`config.mk`:
```
export PLATFORM = sky130hd
export DESIGN_NAME = txSiloSched
export DESIGN_NICKNAME = d
export VERILOG_FILES = /design/src/rtl/txs_pkg.sv /design/src/rtl/txs_datapath.sv /design/src/rtl/txs_ctrl.sv /design/src/rtl/txSiloSched.sv
export SDC_FILE = /design/constraint.sdc
export NUM_CORES = 2
export LEC_CHECK = 0
export ABC_AREA = 1
export BUFFER_PORTS_ARGS = -buffer_cell sky130_fd_sc_hd__buf_2
export CORE_UTILIZATION = 63
export CTS_CLUSTER_DIAMETER = 200
export DETAILED_ROUTE_END_ITERATION = 8
export PLACE_DENSITY = 0.8
export SKIP_LAST_GASP = 1
export SYNTH_ARGS = -nofsm -noshare
export SYNTH_HDL_FRONTEND = slang
export SYNTH_SLANG_ARGS = --single-unit
export TNS_END_PERCENT = 1
```
`constraint.sdc`:
```
create_clock -name clk -period 5.3 [get_ports clk]
set_input_delay 0.265 -clock clk [delete_from_list [all_inputs] [get_ports clk]]
set_output_delay 0.265 -clock clk [all_outputs]
set_load 0.02 [all_outputs]
```
`src/rtl/txs_pkg.sv`:
```
`timescale 1ns/1ps
package txs_pkg;
  // strobes sent from the control to the datapath
  typedef struct packed {
    logic pushEn;   // write attempt on host line
    logic popEn;    // accepted handshake on granted line
    logic flushEn;  // discard host line
  } strobe_t;
endpackage

```
`src/rtl/txs_datapath.sv`:
```
`timescale 1ns/1ps
module txs_datapath #(
  parameter int NUM_LINES = 8,
  parameter int DEPTH     = 32,
  parameter int DATA_W    = 8,
  localparam int LW = $clog2(NUM_LINES),
  localparam int AW = $clog2(DEPTH),
  localparam int CW = $clog2(DEPTH + 1)
) (
  input  logic                            clk,
  input  logic                            rstN,
  input  txs_pkg::strobe_t                strb,
  input  logic [LW-1:0]                   hostLine,
  input  logic [DATA_W-1:0]               wrData,
  input  logic [LW-1:0]                   popLine,
  output logic [NUM_LINES-1:0][CW-1:0]    cnt,
  output logic [NUM_LINES-1:0]            ovf,
  output logic [DATA_W-1:0]               headData
);
  logic [NUM_LINES-1:0][DATA_W-1:0] heads;

  for (genvar i = 0; i < NUM_LINES; i++) begin : g_line
    logic [DATA_W-1:0] mem [DEPTH];
    logic [AW-1:0]     wrPtr, rdPtr;
    logic [CW-1:0]     count;
    logic              isFull, doFlush, tryPush, doPush, doPop;

    assign isFull  = (count == CW'(DEPTH));
    assign doFlush = strb.flushEn && (hostLine == LW'(i));
    assign tryPush = strb.pushEn && (hostLine == LW'(i)) && !doFlush;
    assign doPush  = tryPush && !isFull;
    assign doPop   = strb.popEn && (popLine == LW'(i)) && !doFlush;

    always_ff @(posedge clk) begin
      if (doPush) mem[wrPtr] <= wrData;
    end

    always_ff @(posedge clk) begin
      if (!rstN) begin
        wrPtr    <= '0;
        rdPtr    <= '0;
        count    <= '0;
        ovf[i]   <= 1'b0;
      end else if (doFlush) begin
        rdPtr <= wrPtr;
        count <= '0;
      end else begin
        if (doPush) wrPtr <= wrPtr + 1'b1;
        if (doPop)  rdPtr <= rdPtr + 1'b1;
        count <= count + CW'(doPush) - CW'(doPop);
        if (tryPush && isFull) ovf[i] <= 1'b1;
      end
    end

    assign cnt[i]   = count;
    assign heads[i] = mem[rdPtr];
  end

  assign headData = heads[popLine];
endmodule

```
`src/rtl/txs_ctrl.sv`:
```
`timescale 1ns/1ps
module txs_ctrl #(
  parameter int NUM_LINES = 8,
  parameter int DEPTH     = 32,
  localparam int LW = $clog2(NUM_LINES),
  localparam int CW = $clog2(DEPTH + 1)
) (
  input  logic                         clk,
  input  logic                         rstN,
  input  logic [LW-1:0]                hostLine,
  input  logic                         wrChar,
  input  logic                         teWr,
  input  logic                         teVal,
  input  logic                         flushReq,
  input  logic                         ackWr,
  input  logic                         nxmIn,
  input  logic [LW-1:0]                nxmLine,
  input  logic                         outReady,
  input  logic                         tiEnable,
  input  logic [NUM_LINES-1:0][CW-1:0] cnt,
  output txs_pkg::strobe_t             strb,
  output logic [LW-1:0]                grant,
  output logic                         outValid,
  output logic                         csrTi,
  output logic [LW-1:0]                csrLine,
  output logic                         csrNxm,
  output logic                         txInt
);
  logic [NUM_LINES-1:0] teMask, pend, errMask;
  logic [NUM_LINES-1:0] eligible, setMask, nxmMask, ackMask;
  logic [LW-1:0]        rrPtr, holdLine, pick;
  logic                 holdValid, heldOk, found, popNow;

  // eligibility per line
  always_comb begin
    for (int i = 0; i < NUM_LINES; i++)
      eligible[i] = teMask[i] && (cnt[i] != '0) &&
                    !(flushReq && hostLine == LW'(i));
  end

  // round-robin search starting after the last accepted line
  always_comb begin
    found = 1'b0;
    pick  = '0;
    for (int k = NUM_LINES; k >= 1; k--) begin
      if (eligible[rrPtr + LW'(k)]) begin
        found = 1'b1;
        pick  = rrPtr + LW'(k);
      end
    end
  end

  assign heldOk   = holdValid && !(flushReq && hostLine == holdLine);
  assign grant    = heldOk ? holdLine : pick;
  assign outValid = heldOk || found;
  assign popNow   = outValid && outReady;

  assign strb.pushEn  = wrChar;
  assign strb.popEn   = popNow;
  assign strb.flushEn = flushReq;

  // completion sources
  always_comb begin
    for (int i = 0; i < NUM_LINES; i++) begin
      nxmMask[i] = nxmIn && (nxmLine == LW'(i));
      setMask[i] = (flushReq && hostLine == LW'(i)) || nxmMask[i] ||
                   (popNow && grant == LW'(i) && cnt[i] == CW'(1) &&
                    !(wrChar && hostLine == LW'(i)));
    end
  end

  // lowest pending line is presented
  always_comb begin
    csrLine = '0;
    for (int i = NUM_LINES - 1; i >= 0; i--)
      if (pend[i]) csrLine = LW'(i);
  end

  assign csrTi   = |pend;
  assign csrNxm  = csrTi && errMask[csrLine];
  assign txInt   = csrTi & tiEnable;
  assign ackMask = (ackWr && csrTi) ? (NUM_LINES'(1) << csrLine) : '0;

  always_ff @(posedge clk) begin
    if (!rstN) begin
      teMask    <= '0;
      pend      <= '0;
      errMask   <= '0;
      rrPtr     <= LW'(NUM_LINES - 1);
      holdValid <= 1'b0;
      holdLine  <= '0;
    end else begin
      if (teWr) teMask[hostLine] <= teVal;
      pend      <= (pend & ~ackMask) | setMask;
      errMask   <= (errMask & ~ackMask) | nxmMask;
      holdValid <= outValid && !outReady;
      holdLine  <= grant;
      if (popNow) rrPtr <= grant;
    end
  end
endmodule

```
`src/rtl/txSiloSched.sv`:
```
`timescale 1ns/1ps
module txSiloSched #(
  parameter int NUM_LINES = 8,
  parameter int DEPTH     = 32,
  parameter int DATA_W    = 8,
  localparam int LW = $clog2(NUM_LINES),
  localparam int CW = $clog2(DEPTH + 1)
) (
  input  logic              clk,
  input  logic              rstN,
  input  logic [LW-1:0]     selLine,
  input  logic              wrChar,
  input  logic [DATA_W-1:0] wrData,
  input  logic              teWr,
  input  logic              teVal,
  input  logic              flushReq,
  input  logic              ackWr,
  input  logic              tiEnable,
  input  logic              nxmIn,
  input  logic [LW-1:0]     nxmLine,
  input  logic              outReady,
  output logic              outValid,
  output logic [DATA_W-1:0] outData,
  output logic [LW-1:0]     outLine,
  output logic [CW-1:0]     fifoCount,
  output logic              ovfFlag,
  output logic              csrTi,
  output logic [LW-1:0]     csrLine,
  output logic              csrNxm,
  output logic              txInt
);
  txs_pkg::strobe_t             strb;
  logic [NUM_LINES-1:0][CW-1:0] cnt;
  logic [NUM_LINES-1:0]         ovf;
  logic [LW-1:0]                grant;

  txs_ctrl #(.NUM_LINES(NUM_LINES), .DEPTH(DEPTH)) ctrl_i (
    .clk(clk), .rstN(rstN), .hostLine(selLine), .wrChar(wrChar),
    .teWr(teWr), .teVal(teVal), .flushReq(flushReq), .ackWr(ackWr),
    .nxmIn(nxmIn), .nxmLine(nxmLine), .outReady(outReady),
    .tiEnable(tiEnable), .cnt(cnt), .strb(strb), .grant(grant),
    .outValid(outValid), .csrTi(csrTi), .csrLine(csrLine),
    .csrNxm(csrNxm), .txInt(txInt)
  );

  txs_datapath #(.NUM_LINES(NUM_LINES), .DEPTH(DEPTH), .DATA_W(DATA_W)) dp_i (
    .clk(clk), .rstN(rstN), .strb(strb), .hostLine(selLine),
    .wrData(wrData), .popLine(grant), .cnt(cnt), .ovf(ovf),
    .headData(outData)
  );

  assign outLine   = grant;
  assign fifoCount = cnt[selLine];
  assign ovfFlag   = ovf[selLine];
endmodule

```
==> flow_summary.ini <==
[run_status]
outcome = completed

[power_and_ir_drop]
powerDensity_nw_per_um2 = 465
peakVddDrop_v = 0.000485
power_mw = 47.3
power_leakage_nw = 33.2

[clocking]
path_clk_slew_ns = 0.07
insertion_delay_ns = 0.88
cts.path.max_buffers = 3
htreeDepth = 4
cts_sinks = 2255
root_buffer = clkbuf_16
tritoncts = built
cts_made_buffers = 212

[logic_synthesis]
yosys_warnings = 0
ys.flop_type = edfxtp_1
ys_seq_elements = 2255
async_flop_share = 0
synth_area_um2 = 92800
avgSynthCellArea_um2 = 12.3
synth-seq-area-share = 0.708
synth_cell_type_count = 56
synth-edff-count = 2048
synth_fp_nets = 7715
synthesis.instances = 7569

[timing]
hold_slack_ns = 0.0331
worstMarginPinSlew_ns = 1.38
finalCritPeriodShare = 0.941
finalSetupTns_ns = 0
hold_violations = 0
slew_headroom = 0.0702
min_period_ns = 4.99
setup_violations = 0
max_freq_mhz = 201
slew_violations = 0
finClkSkew_ns = 0.0605
fin_ws_ns = 0.315

[worst_setup_path]
cp_common_cell = nand2_1
start_kind = register
critical_path.max_fanout = 22
setup.worst_path.class = register to output pin
max_stage_delay_ns = 0.45
critPathCaptureType = output pin
path_cells = buf_4 > clkinvlp_4 > ha_1 > inv_1 > nand3_1 > nand3_1 > nand2_2 > nand2_1 > nand2_1 > nand2_1 > nand2_1 > nand2_1 > nand2_1 > nand2_4 > nand2_4 > nand2_8 > buf_4 > o21ai_0 > nand2_1 > nand2_1 > nand2_1 > nand2_1 > nand2_1 > buf_2
crit_arrival_ns = 4.72
cpMaxStageDelayCell = ha_1
critPathRequiredTime_ns = 5.04

[finish]
final_layout_size_suffix_gt1_frac = 0.0752
final_cell_count_no_fill = 9582
regArea_um2 = 65700
layout-area-overhead-vs-synth_pct = 9.72
n_fill_cell = 9401
final_area_um2 = 102000
multi_input_area_um2 = 24100
final_util = 0.697
fin_nets = 7618

[grt]
first_global_vias = 59700
grt_max_degree = 197
grt.total_usage = 0.318
antenna_found_initial = 7
grt.overflow.total = 0
grt_pass1_wl_mm = 358

[drt]
dr.pass1.iters = 8
final_antenna_net_count = 0
routedWlPerCell_um = 24.9
routed_wl_mm = 239
drc = 0
via_per_inst = 6.63
drtIter0Drc = 8921
vias = 63500

[floorplanning]
core_area_um2 = 146000
initial_core_util = 0.636
die_w_um = 386
ios = 49
die_h_um = 386
die_area_um2 = 149000
fp-row-count = 140

[place]
gp_congestion = 0.947
placed_area_um2 = 94500
pre_cts_ws_ns = 0.413
portBuffers = 48
dp.cells = 9153
dp_hpwl_mm = 140

[worst_hold_path]
min_path_type = input port to register

[job]
maxCapViolCount = 0
[logic make-up (layout without fill, tap and decap cells)]
family,Yosys count,count (layout),share of synthesized area
XOR/XNOR,27,27,0.00255
AO/OA/AOI/OAI,2027,2027,0.132
AND/OR/NAND/NOR,2364,2364,0.108
adder cells (fa/ha/maj),122,122,0.0171
flip-flops,2255,2255,0.708
buffers and inverters,774,865,0.0324
other,0,5,0
[critical path: cells and delay by family, from the launching register on]
family	cells	cell delay, ns
AND/OR/NAND/NOR	17	1.74
flip-flops	1	0.32
buffers and inverters	5	1.20
adder cells (fa/ha/maj)	1	0.45
AO/OA/AOI/OAI	1	0.13
[cells in the final DEF (no fill, tap or decap), drive strengths merged, types with 8 or more instances in the layout]
master,netlist,final
edfxtp,2048,2048
nand2,453,453
ha,114,114
clkinv,6,107
o211ai,62,62
xnor2,9,9
o21ai,1152,1152
o22ai,78,78
or2,18,18
clkbuf,433,263
fa,8,8
dlygate4sd3,0,19
xor2,18,18
a21oi,248,248
bufinv,0,23
o21bai,12,12
inv,298,308
nor2,1364,1364
dfxtp,207,207
nand4,69,69
o221ai,450,450
nand3,404,404
nor3,40,40
a21boi,9,9
buf,37,140
[report_power, final]
group / switching [mW] / internal (mW) / total (mW)
Combinational: 8.57 / 3.24 / 11.8
Sequential: 0.538 / 19.6 / 20.2
Clock: 6.67 / 8.68 / 15.3
Total: 15.8 / 31.5 / 47.3
[synth_stat cells (9+ instances only)]
| cell | count | area, um2 |
|---|---|---|
| o21bai_1 | 12 | 90.1 |
| nand2_2 | 21 | 131 |
| o21ai_0 | 1141 | 5710 |
| nand2_1 | 426 | 1600 |
| inv_1 | 284 | 1070 |
| or2_2 | 18 | 113 |
| nand3_1 | 390 | 1950 |
| o21ai_2 | 10 | 87.6 |
| a21oi_1 | 245 | 1230 |
| xnor2_1 | 9 | 78.8 |
| nor3_1 | 38 | 190 |
| inv_2 | 11 | 41.3 |
| nor2_1 | 1357 | 5090 |
| dfxtp_1 | 207 | 4140 |
| edfxtp_1 | 2048 | 61500 |
| clkbuf_1 | 431 | 1620 |
| xor2_1 | 18 | 158 |
| o211ai_1 | 62 | 465 |
| nand4_1 | 66 | 413 |
| o22ai_1 | 78 | 488 |
| ha_1 | 114 | 1430 |
| o221ai_1 | 450 | 3940 |
| buf_1 | 18 | 67.6 |
[state kept, by name (all words and copies together) (netlist names), named ones only]
register / cells
dp_i.g_line.mem: 2048
dp_i.ovf: 8
dp_i.g_line.wrPtr: 40
ctrl_i.holdLine: 3
ctrl_i.errMask: 8
ctrl_i.pend: 8
ctrl_i.holdValid: 1
ctrl_i.teMask: 8
dp_i.g_line.count: 48
ctrl_i.rrPtr: 3
dp_i.g_line.rdPtr: 40
[area by class of cell]
cell class | count | share of cell area
clock buffer | 263 | 0.0552
inverter | 304 | 0.0114
tap | 1917 | 0.0236
sequential | 2255 | 0.645
timing repair buffer | 159 | 0.0135
clock inverter | 139 | 0.0138
antenna | 5 | 0.000123
multi-input combinational | 4540 | 0.237
[layer usage]
metal / vias to the layer above / wire length (um) / track usage
met3: 590 / 28900 / 0.0708
met1: 30900 / 90600 / 0.445
met4: 6 / 8170 / 0.109
met2: 4116 / 111000 / 0.496
met5: - / 36 / 0
li1: 27900 / - / -
[path summary, 6_finish.rpt]
path                                       from                        end  cells after the start  slack (ns)
worst max-delay path            ctrl_i.rrPtr[0]                 outData[0]                     24        0.31
worst min-delay path                  wrData[3]  dp_i.g_line[3].mem[25][3]                      1        0.03
worst max register to register  ctrl_i.rrPtr[0]    dp_i.g_line[1].count[4]                     28        0.53
worst min register to register      dp_i.ovf[4]                dp_i.ovf[4]                      2        0.47
[what timing repair did]
item	CTS	global route
pin swaps	0	1
setup buffers	0	3
setup endpoints to repair	1	10
hold endpoints to repair	319	0
hold buffers	19	0
resized for setup	1	3
(Power assumes the default switching activity.)
